File: config.mk
export PLATFORM = sky130hd
export DESIGN_NAME = rd_line_sched
export DESIGN_NICKNAME = d
export VERILOG_FILES = /design/src/rtl/rdsched_pkg.sv /design/src/rtl/rdsched_budget.sv /design/src/rtl/rdsched_req.sv /design/src/rtl/rdsched_fsm.sv /design/src/rtl/rd_line_sched.sv
export SDC_FILE = /design/constraint.sdc
export NUM_CORES = 1
export LEC_CHECK = 0
export BUFFER_PORTS_ARGS = -buffer_cell sky130_fd_sc_hd__buf_2
export CAP_MARGIN = 40
export CORE_UTILIZATION = 50
export CTS_CLUSTER_DIAMETER = 50
export DETAILED_ROUTE_END_ITERATION = 8
export PLACE_DENSITY = 0.79
export SYNTH_ARGS = -nofsm -noshare
export SYNTH_HDL_FRONTEND = slang
export SYNTH_SLANG_ARGS = --single-unit
File: constraint.sdc
create_clock -name clk_i -period 14.77 [get_ports clk_i]
set_clock_uncertainty 0.2 [all_clocks]
set_input_delay 2.2155 -clock clk_i [delete_from_list [all_inputs] [get_ports clk_i]]
set_output_delay 2.2155 -clock clk_i [all_outputs]
set_load 0.02 [all_outputs]
File: src/rtl/rdsched_pkg.sv
package rdsched_pkg;
  typedef enum logic [1:0] {
    ST_IDLE   = 2'd0,
    ST_PEND   = 2'd1,
    ST_INLINE = 2'd2,
    ST_LAST   = 2'd3
  } rd_state_e;

  localparam int unsigned ESC_UNIT_SHIFT = 4; // window counted in 16 escape periods
endpackage

File: src/rtl/rdsched_budget.sv
module rdsched_budget #(
  parameter int unsigned MAX_W = 16,
  parameter int unsigned LP_W  = 8,
  parameter int unsigned PER_W = 8
) (
  input  logic             clk_i,
  input  logic             rst_ni,
  input  logic             line_start_i,
  input  logic [MAX_W-1:0] max_rd_i,
  input  logic [LP_W-1:0]  lp_size_i,
  input  logic [PER_W-1:0] byte_per_i,
  input  logic [PER_W-1:0] esc_per_i,
  output logic             fit_o,
  output logic             line_fit_o
);
  import rdsched_pkg::*;

  localparam int unsigned LHS_W = MAX_W + PER_W;
  localparam int unsigned RHS_W = LP_W + ESC_UNIT_SHIFT + PER_W;
  localparam int unsigned CMP_W = (LHS_W > RHS_W) ? LHS_W : RHS_W;

  logic [CMP_W-1:0] lhs, rhs;

  // cross-multiplied durations in common time units
  assign lhs   = CMP_W'(max_rd_i) * CMP_W'(byte_per_i);
  assign rhs   = (CMP_W'(lp_size_i) << ESC_UNIT_SHIFT) * CMP_W'(esc_per_i);
  assign fit_o = lhs < rhs;

  always_ff @(posedge clk_i or negedge rst_ni) begin
    if (!rst_ni)           line_fit_o <= 1'b0;
    else if (line_start_i) line_fit_o <= fit_o;
  end

  AST_FIT_SAMPLED: assert property (@(posedge clk_i) disable iff (!rst_ni)
    line_start_i |=> line_fit_o == $past(fit_o));
  AST_FIT_HELD: assert property (@(posedge clk_i) disable iff (!rst_ni)
    !line_start_i |=> $stable(line_fit_o));
endmodule

File: src/rtl/rdsched_req.sv
module rdsched_req #(
  parameter int unsigned MAX_W = 16
) (
  input  logic             clk_i,
  input  logic             rst_ni,
  input  logic             rd_req_i,
  input  logic             idle_i,
  input  logic [MAX_W-1:0] cfg_max_rd_i,
  output logic             rd_ack_o,
  output logic [MAX_W-1:0] max_rd_q_o
);
  assign rd_ack_o = rd_req_i & idle_i;

  // budget captured per read; later writes wait for the next read
  always_ff @(posedge clk_i or negedge rst_ni) begin
    if (!rst_ni)       max_rd_q_o <= '0;
    else if (rd_ack_o) max_rd_q_o <= cfg_max_rd_i;
  end

  AST_BUDGET_FROZEN: assert property (@(posedge clk_i) disable iff (!rst_ni)
    !idle_i |=> $stable(max_rd_q_o));
endmodule

File: src/rtl/rdsched_fsm.sv
module rdsched_fsm (
  input  logic clk_i,
  input  logic rst_ni,
  input  logic ack_i,
  input  logic line_start_i,
  input  logic last_line_i,
  input  logic fit_i,
  input  logic rd_done_i,
  output logic idle_o,
  output logic rd_issue_o,
  output logic halt_o
);
  import rdsched_pkg::*;

  rd_state_e state_q, state_d;
  logic      issue_d;

  always_comb begin
    state_d = state_q;
    issue_d = 1'b0;
    unique case (state_q)
      ST_IDLE: if (ack_i) state_d = ST_PEND;
      ST_PEND: begin
        if (line_start_i) begin
          if (fit_i) begin
            state_d = ST_INLINE;
            issue_d = 1'b1;
          end else if (last_line_i) begin
            state_d = ST_LAST;
            issue_d = 1'b1;
          end
        end
      end
      ST_INLINE, ST_LAST: if (rd_done_i) state_d = ST_IDLE;
      default: state_d = ST_IDLE;
    endcase
  end

  always_ff @(posedge clk_i or negedge rst_ni) begin
    if (!rst_ni) begin
      state_q    <= ST_IDLE;
      rd_issue_o <= 1'b0;
    end else begin
      state_q    <= state_d;
      rd_issue_o <= issue_d;
    end
  end

  assign idle_o = (state_q == ST_IDLE);
  assign halt_o = (state_q == ST_LAST);

  AST_ACK_TO_PEND: assert property (@(posedge clk_i) disable iff (!rst_ni)
    ack_i |=> state_q == ST_PEND);
  AST_ISSUE_SINGLE: assert property (@(posedge clk_i) disable iff (!rst_ni)
    rd_issue_o |=> !rd_issue_o);
  AST_ISSUE_ON_LINE: assert property (@(posedge clk_i) disable iff (!rst_ni)
    rd_issue_o |-> $past(line_start_i));
  AST_INLINE_FITS: assert property (@(posedge clk_i) disable iff (!rst_ni)
    (rd_issue_o && !halt_o) |-> $past(fit_i));
  AST_HALT_ON_LAST: assert property (@(posedge clk_i) disable iff (!rst_ni)
    $rose(halt_o) |-> (rd_issue_o && $past(last_line_i)));
  AST_HALT_RELEASE: assert property (@(posedge clk_i) disable iff (!rst_ni)
    (halt_o && rd_done_i) |=> !halt_o);
  AST_HALT_HOLD: assert property (@(posedge clk_i) disable iff (!rst_ni)
    (halt_o && !rd_done_i) |=> halt_o);
  AST_ONE_OUTSTANDING: assert property (@(posedge clk_i) disable iff (!rst_ni)
    !idle_o |-> !ack_i);
endmodule

File: src/rtl/rd_line_sched.sv
module rd_line_sched #(
  parameter int unsigned MAX_W = 16,
  parameter int unsigned LP_W  = 8,
  parameter int unsigned PER_W = 8
) (
  input  logic             clk_i,
  input  logic             rst_ni,
  input  logic             line_start_i,
  input  logic             last_line_i,
  input  logic [MAX_W-1:0] cfg_max_rd_i,
  input  logic [LP_W-1:0]  cfg_lp_size_i,
  input  logic [PER_W-1:0] cfg_byte_per_i,
  input  logic [PER_W-1:0] cfg_esc_per_i,
  input  logic             rd_req_i,
  output logic             rd_ack_o,
  input  logic             rd_done_i,
  output logic             rd_issue_o,
  output logic             halt_o,
  output logic             line_fit_o
);
  logic             idle;
  logic             fit;
  logic [MAX_W-1:0] max_rd_q;

  rdsched_req #(.MAX_W(MAX_W)) u_req (
    .clk_i        (clk_i),
    .rst_ni       (rst_ni),
    .rd_req_i     (rd_req_i),
    .idle_i       (idle),
    .cfg_max_rd_i (cfg_max_rd_i),
    .rd_ack_o     (rd_ack_o),
    .max_rd_q_o   (max_rd_q)
  );

  rdsched_budget #(.MAX_W(MAX_W), .LP_W(LP_W), .PER_W(PER_W)) u_budget (
    .clk_i        (clk_i),
    .rst_ni       (rst_ni),
    .line_start_i (line_start_i),
    .max_rd_i     (max_rd_q),
    .lp_size_i    (cfg_lp_size_i),
    .byte_per_i   (cfg_byte_per_i),
    .esc_per_i    (cfg_esc_per_i),
    .fit_o        (fit),
    .line_fit_o   (line_fit_o)
  );

  rdsched_fsm u_fsm (
    .clk_i        (clk_i),
    .rst_ni       (rst_ni),
    .ack_i        (rd_ack_o),
    .line_start_i (line_start_i),
    .last_line_i  (last_line_i),
    .fit_i        (fit),
    .rd_done_i    (rd_done_i),
    .idle_o       (idle),
    .rd_issue_o   (rd_issue_o),
    .halt_o       (halt_o)
  );
endmodule

# After elaboration in Yosys (flattened, before gate mapping)
# Cells that the tools add are included.
# op_classes
n_eq_ne	7
magnitude_cmp	1
mul	2
n_bitwise	1
mux	10
reduce_logical	3
# ops
cell	count
24-bit less-than comparator	1
16-bit by 8-bit multiplier with 24-bit output	1
8-bit by 8-bit multiplier with 16-bit output	1
2-bit 2-to-1 mux	5
2-bit != test (second input constant)	3
2-bit one-hot mux with 3 select lines	1
2-bit equality test (second input constant)	2
1-bit 2-to-1 mux	4
4-bit AND reduction	1
3-bit != test (second input constant)	1
2-bit by 1-bit equality test with 1-bit output (second input constant)	1
2-bit zero test	1
2-bit OR reduction	1
1-bit bitwise AND	1
# word_totals
elab_cells	28
reg_bits	20
in_bits	46

# Depth between registers and ports, before layout
# depth
depth_word	5
mapped_depth	27
depth_no_buf	26

# Modules after synthesis
# Synthesis repeated with hierarchy kept, for this count alone.
# hier_totals
cells_unflattened	814
hier_area_um2	7297.0
# by_module_without_submodules
mod	cells_each	seq_area_each_um2	area_each_um2	instances
rdsched_budget	766	25.0	6507.5	1
rdsched_req	35	400.4	649.4	1
rdsched_fsm	13	75.1	140.1	1

# Least setup slack after synthesis
# OpenSTA, ideal clock, no wires.
# synth_path
path_type	input to register
startpoint	in cfg_byte_per_i[7]
endpoint	reg u_fsm.state_q[0]
path_slack_ps	6390
cell_stages	24
arrival_ps	8046
n_path_buf	1
t_required_ps	14436
cell_sequence	clkbuf_1 > nand2_1 > fa_1 > fa_1 > inv_1 > fa_1 > inv_1 > fa_1 > inv_1 > ha_1 > a21o_1 > a221oi_1 > nand2_1 > a31o_2 > a21o_1 > a21oi_1 > xnor2_1 > ha_1 > a2111oi_0 > o21ai_0 > o221ai_1 > or4b_1 > nor3_2 > a31oi_1
# synth_via
elab_chain_len	5
elab_cells_between_ends	7
# synth_rtl
element	line_no	source
from (decl)	rd_line_sched.sv:12	input logic [PER_W-1:0] cfg_byte_per_i,
16-bit by 8-bit multiplier with 24-bit output *	rdsched_budget.sv:25	assign lhs = CMP_W'(max_rd_i) * CMP_W'(byte_per_i);
24-bit less-than comparator *	rdsched_budget.sv:27	assign fit_o = lhs < rhs;
2-bit 2-to-1 mux	rdsched_fsm.sv:25	if (fit_i) begin
2-bit 2-to-1 mux	rdsched_fsm.sv:24	if (line_start_i) begin
2-bit one-hot mux with 3 select lines	rdsched_fsm.sv:21	unique case (state_q)
to (signal assigned)	rdsched_fsm.sv:44	state_q <= state_d;
to (decl)	rdsched_fsm.sv:15	rd_state_e state_q, state_d;
# Every way passes the cells marked *; elsewhere a longest branch is shown, timed or not. The select of a mux whose other input is x is not followed.
# A chain may end at the register's enable or synchronous reset.

# Worst setup path after layout
# Same ends and word-level chain as after synthesis.

==> flow_summary_export.csv <==
group,metric,value,unit
clock_tree,cts_hold_buf,0,
worst_setup_path,end_kind,"flip-flop",
synthesis,synth_cell_types,49,
die,die-area,15000,um^2
timing,finalCriticalPeriod,8760,ps
placement,place.gp.congestion,0.815,
finish,nNetsFinal,1113,
clock_tree,clkSinkCount,20,
hold_path,min-delay-start,"u_budget.line_fit_o",
global_route,antenna_found_initial,0,
clock_tree,post_cts_buffers,0,
detailed_routing,via_count,5404,
timing,worst_slew_pin_slew,533,ps
clock_tree,clockBufferDepth,2,
clock_tree,cts_max_level,1,
synthesis,syn-num-nets,1073,
worst_setup_path,cp.arrival,8670,ps
worst_setup_path,crit_type,"in -> reg",
finish,final_common_cell,"inv_1",
finish,layout_common_cells,"inv_1 (171), and2_1 (141), fa_1 (120)",
detailed_routing,drtPass1Iterations,4,
finish,finalNonFillerCells,1033,
worst_setup_path,path_max_fanout,16,
synthesis,synth_top_area_share,33.2,%
worst_setup_path,cpPeakStageDelay,550,ps
synthesis,ys_async_sr_fraction,100,%
detailed_routing,routed_wl,13.6,mm
worst_setup_path,cp.required,14680,ps
timing,maxSlewViolCount,0,
clock_tree,cts_tree,"done",
finish,n_antenna_cell,0,
finish,drive_gt1_share,8.79,%
die,rows,43,
worst_setup_path,reg2reg_depth,22,
synthesis,ys_seq_elements,20,
worst_setup_path,path_cells,"buf_2 -> nand2_1 -> fa_1 -> fa_1 -> inv_1 -> fa_1 -> inv_1 -> fa_1 -> inv_1 -> ha_1 -> a21o_1 -> a221oi_1 -> nand2_1 -> a31o_2 -> a21o_1 -> a21oi_1 -> xnor2_1 -> ha_1 -> a2111oi_0 -> o21ai_0 -> o221ai_1 -> or4b_1 -> nor3_2 -> a31oi_1",
detailed_routing,drc,0,
timing,hold_viol,0,
synthesis,synth_area_leaders,"fa_1 (33%), ha_1 (16%), and2_1 (12%)",
detailed_routing,wl_per_cell,13.1,um
timing,rsz0062_at_grt,"no",
run_status,status,"finished, final reports clean",
die,dieHeight,122,um
hold_path,whs_path_depth,1,
timing,fin_tns_setup,0,ps
synthesis,yosysTopAreaCell,"fa_1",
worst_setup_path,r2r_end,"u_fsm.state_q[0]",
synthesis,ys_seq_area_share,6.92,%
global_route,grt_pass1_vias,5735,
die,die_w,122,um
global_route,grt-ovfl-total,0,
global_route,grt_max_degree,21,
detailed_routing,antenna_left,0,
finish,syn2layout_area_growth,6.93,%
clock_tree,cts_made_buffers,3,
synthesis,syn_inst,815,
placement,port-buffer-count,49,
detailed_routing,via_per_inst,5.23,
synthesis,ys.flop_type,"dfrtp_1",
global_route,gr-usage-all-layers,20.5,%
synthesis,synth-edff-count,0,
global_route,grt_pass1_wl,25.2,mm
timing,slew_headroom,64.4,%
clock_tree,clk_latency,240,ps
worst_setup_path,slowest_stage,"fa_1",
synthesis,synth_area_per_cell,8.88,um^2
placement,dp_worst_setup_slack,5800,ps
timing,fmaxAchievable,114,MHz
worst_setup_path,r2r_setup_slack,7720,ps
die,fp.coreArea,14000,um^2
finish,nFillCells,1252,
die,io_pins,50,
die,initial_utilization,51.7,%
timing,setup_ws,6010,ps
placement,place_inst,1030,
timing,finalSetupViolCount,0,
worst_setup_path,worst_path_most_repeated_cell,"fa_1",
hold_path,hold_path.class,"reg -> reg",
synthesis,synth.yosys.warnings,0,
finish,finish.utilization,55.3,%
worst_setup_path,r2r_start,"u_req.max_rd_q_o[1]",
worst_setup_path,startpoint_type,"input pin",
detailed_routing,drtIter0Drc,233,
clock_tree,cts_root_buffer,"clkbuf_16",
synthesis,netlist_area,7240,um^2
clock_tree,ctsResizeCount,0,
timing,fin_crit_sh,59.3,%
clock_tree,clk_pin_slew,50,ps
hold_path,whs_endpoint,"u_budget.line_fit_o",
placement,hpwl,11.7,mm
flow_run,max-cap-violations,0,
==> cells by family (layout without fill, tap and decap cells) <==
group                    Yosys count  in the layout  synth area share (%)
buffers and inverters            186            224                  9.65
flip-flops                        20             20                  6.92
adder cells (fa/ha/maj)          212            212                  49.1
AO/OA/AOI/OAI                     97             97                  8.91
XOR/XNOR                          29             29                  3.51
AND/OR/NAND/NOR                  253            253                  19.1
multiplexers                      18             18                  2.78
==> final cells by class <==
type                            instances  area, um^2  area share (%)
Multi-Input combinational cell        609        6040            78.1
Inverter                              171         642            8.30
Sequential cell                        20         500            6.47
Timing Repair Buffer                   50         253            3.27
Tap cell                              180         225            2.91
Clock buffer                            3        75.1           0.970
==> critical path: cells and delay by family <==
kind | cells | cell delay, ps
buffers and inverters | 4 | 390
AO/OA/AOI/OAI | 9 | 2170
adder cells (fa/ha/maj) | 6 | 2690
XOR/XNOR | 1 | 80
AND/OR/NAND/NOR | 4 | 1110
==> synth_stat cells, types with 2 or more instances <==
cell	count
a211oi_1	5
a21o_1	11
a21oi_1	30
a31oi_1	4
a41oi_1	2
and2_1	141
buf_1	2
clkbuf_1	13
dfrtp_1	20
fa_1	120
ha_1	92
inv_1	171
mux2_2	16
nand2_1	67
nand2b_1	4
nand3_1	6
nand4_1	5
nor2_1	14
nor2b_1	3
nor3_1	4
nor3b_1	2
o211ai_1	3
o21a_1	7
o21ai_0	16
o21bai_1	3
o31a_1	3
o31ai_1	2
xnor2_1	16
xor2_1	13
==> how the worst max path moves through the flow <==
stage,cells past startpoint,end,startpoint,slack [ps]
after global placement,24,u_fsm.state_q[0],cfg_byte_per_i[7],5990
final,24,u_fsm.state_q[0],cfg_byte_per_i[7],6010
after floorplan,24,u_fsm.state_q[0],cfg_byte_per_i[7],6390
after detailed placement,24,u_fsm.state_q[0],cfg_byte_per_i[7],5800
after CTS,24,u_fsm.state_q[0],cfg_byte_per_i[7],6030
after global routing,24,u_fsm.state_q[0],cfg_byte_per_i[7],5520
==> metal layers <==
layer / routed length [um] / global-route usage, % / vias up
li1: - / - / 2633
met1: 6190 / 27.3 / 2720
met3: 172 / 1.02 / 10
met5: 0 / 0 / -
met4: 85 / 2.06 / 0
met2: 7130 / 38.0 / 41
==> registers in the layout, indices dropped and copies added (netlist names) <==
| signal | flops |
|---|---|
| u_fsm.state_q | 2 |
| u_budget.line_fit_o | 1 |
| u_fsm.rd_issue_o | 1 |
| u_req.max_rd_q_o | 16 |
==> metrics by stage <==
step | instance area (um^2) | hold slack (ps)
finish | 7740 | 302
global route | 7740 | 315
CTS | 7740 | 309
detailed placement | 7660 | 290
global placement | 7660 | 283
floorplan | 7240 | 368
Power is not shown: default switching activity piles up to over one toggle a cycle in this logic, so the estimate is an artifact.
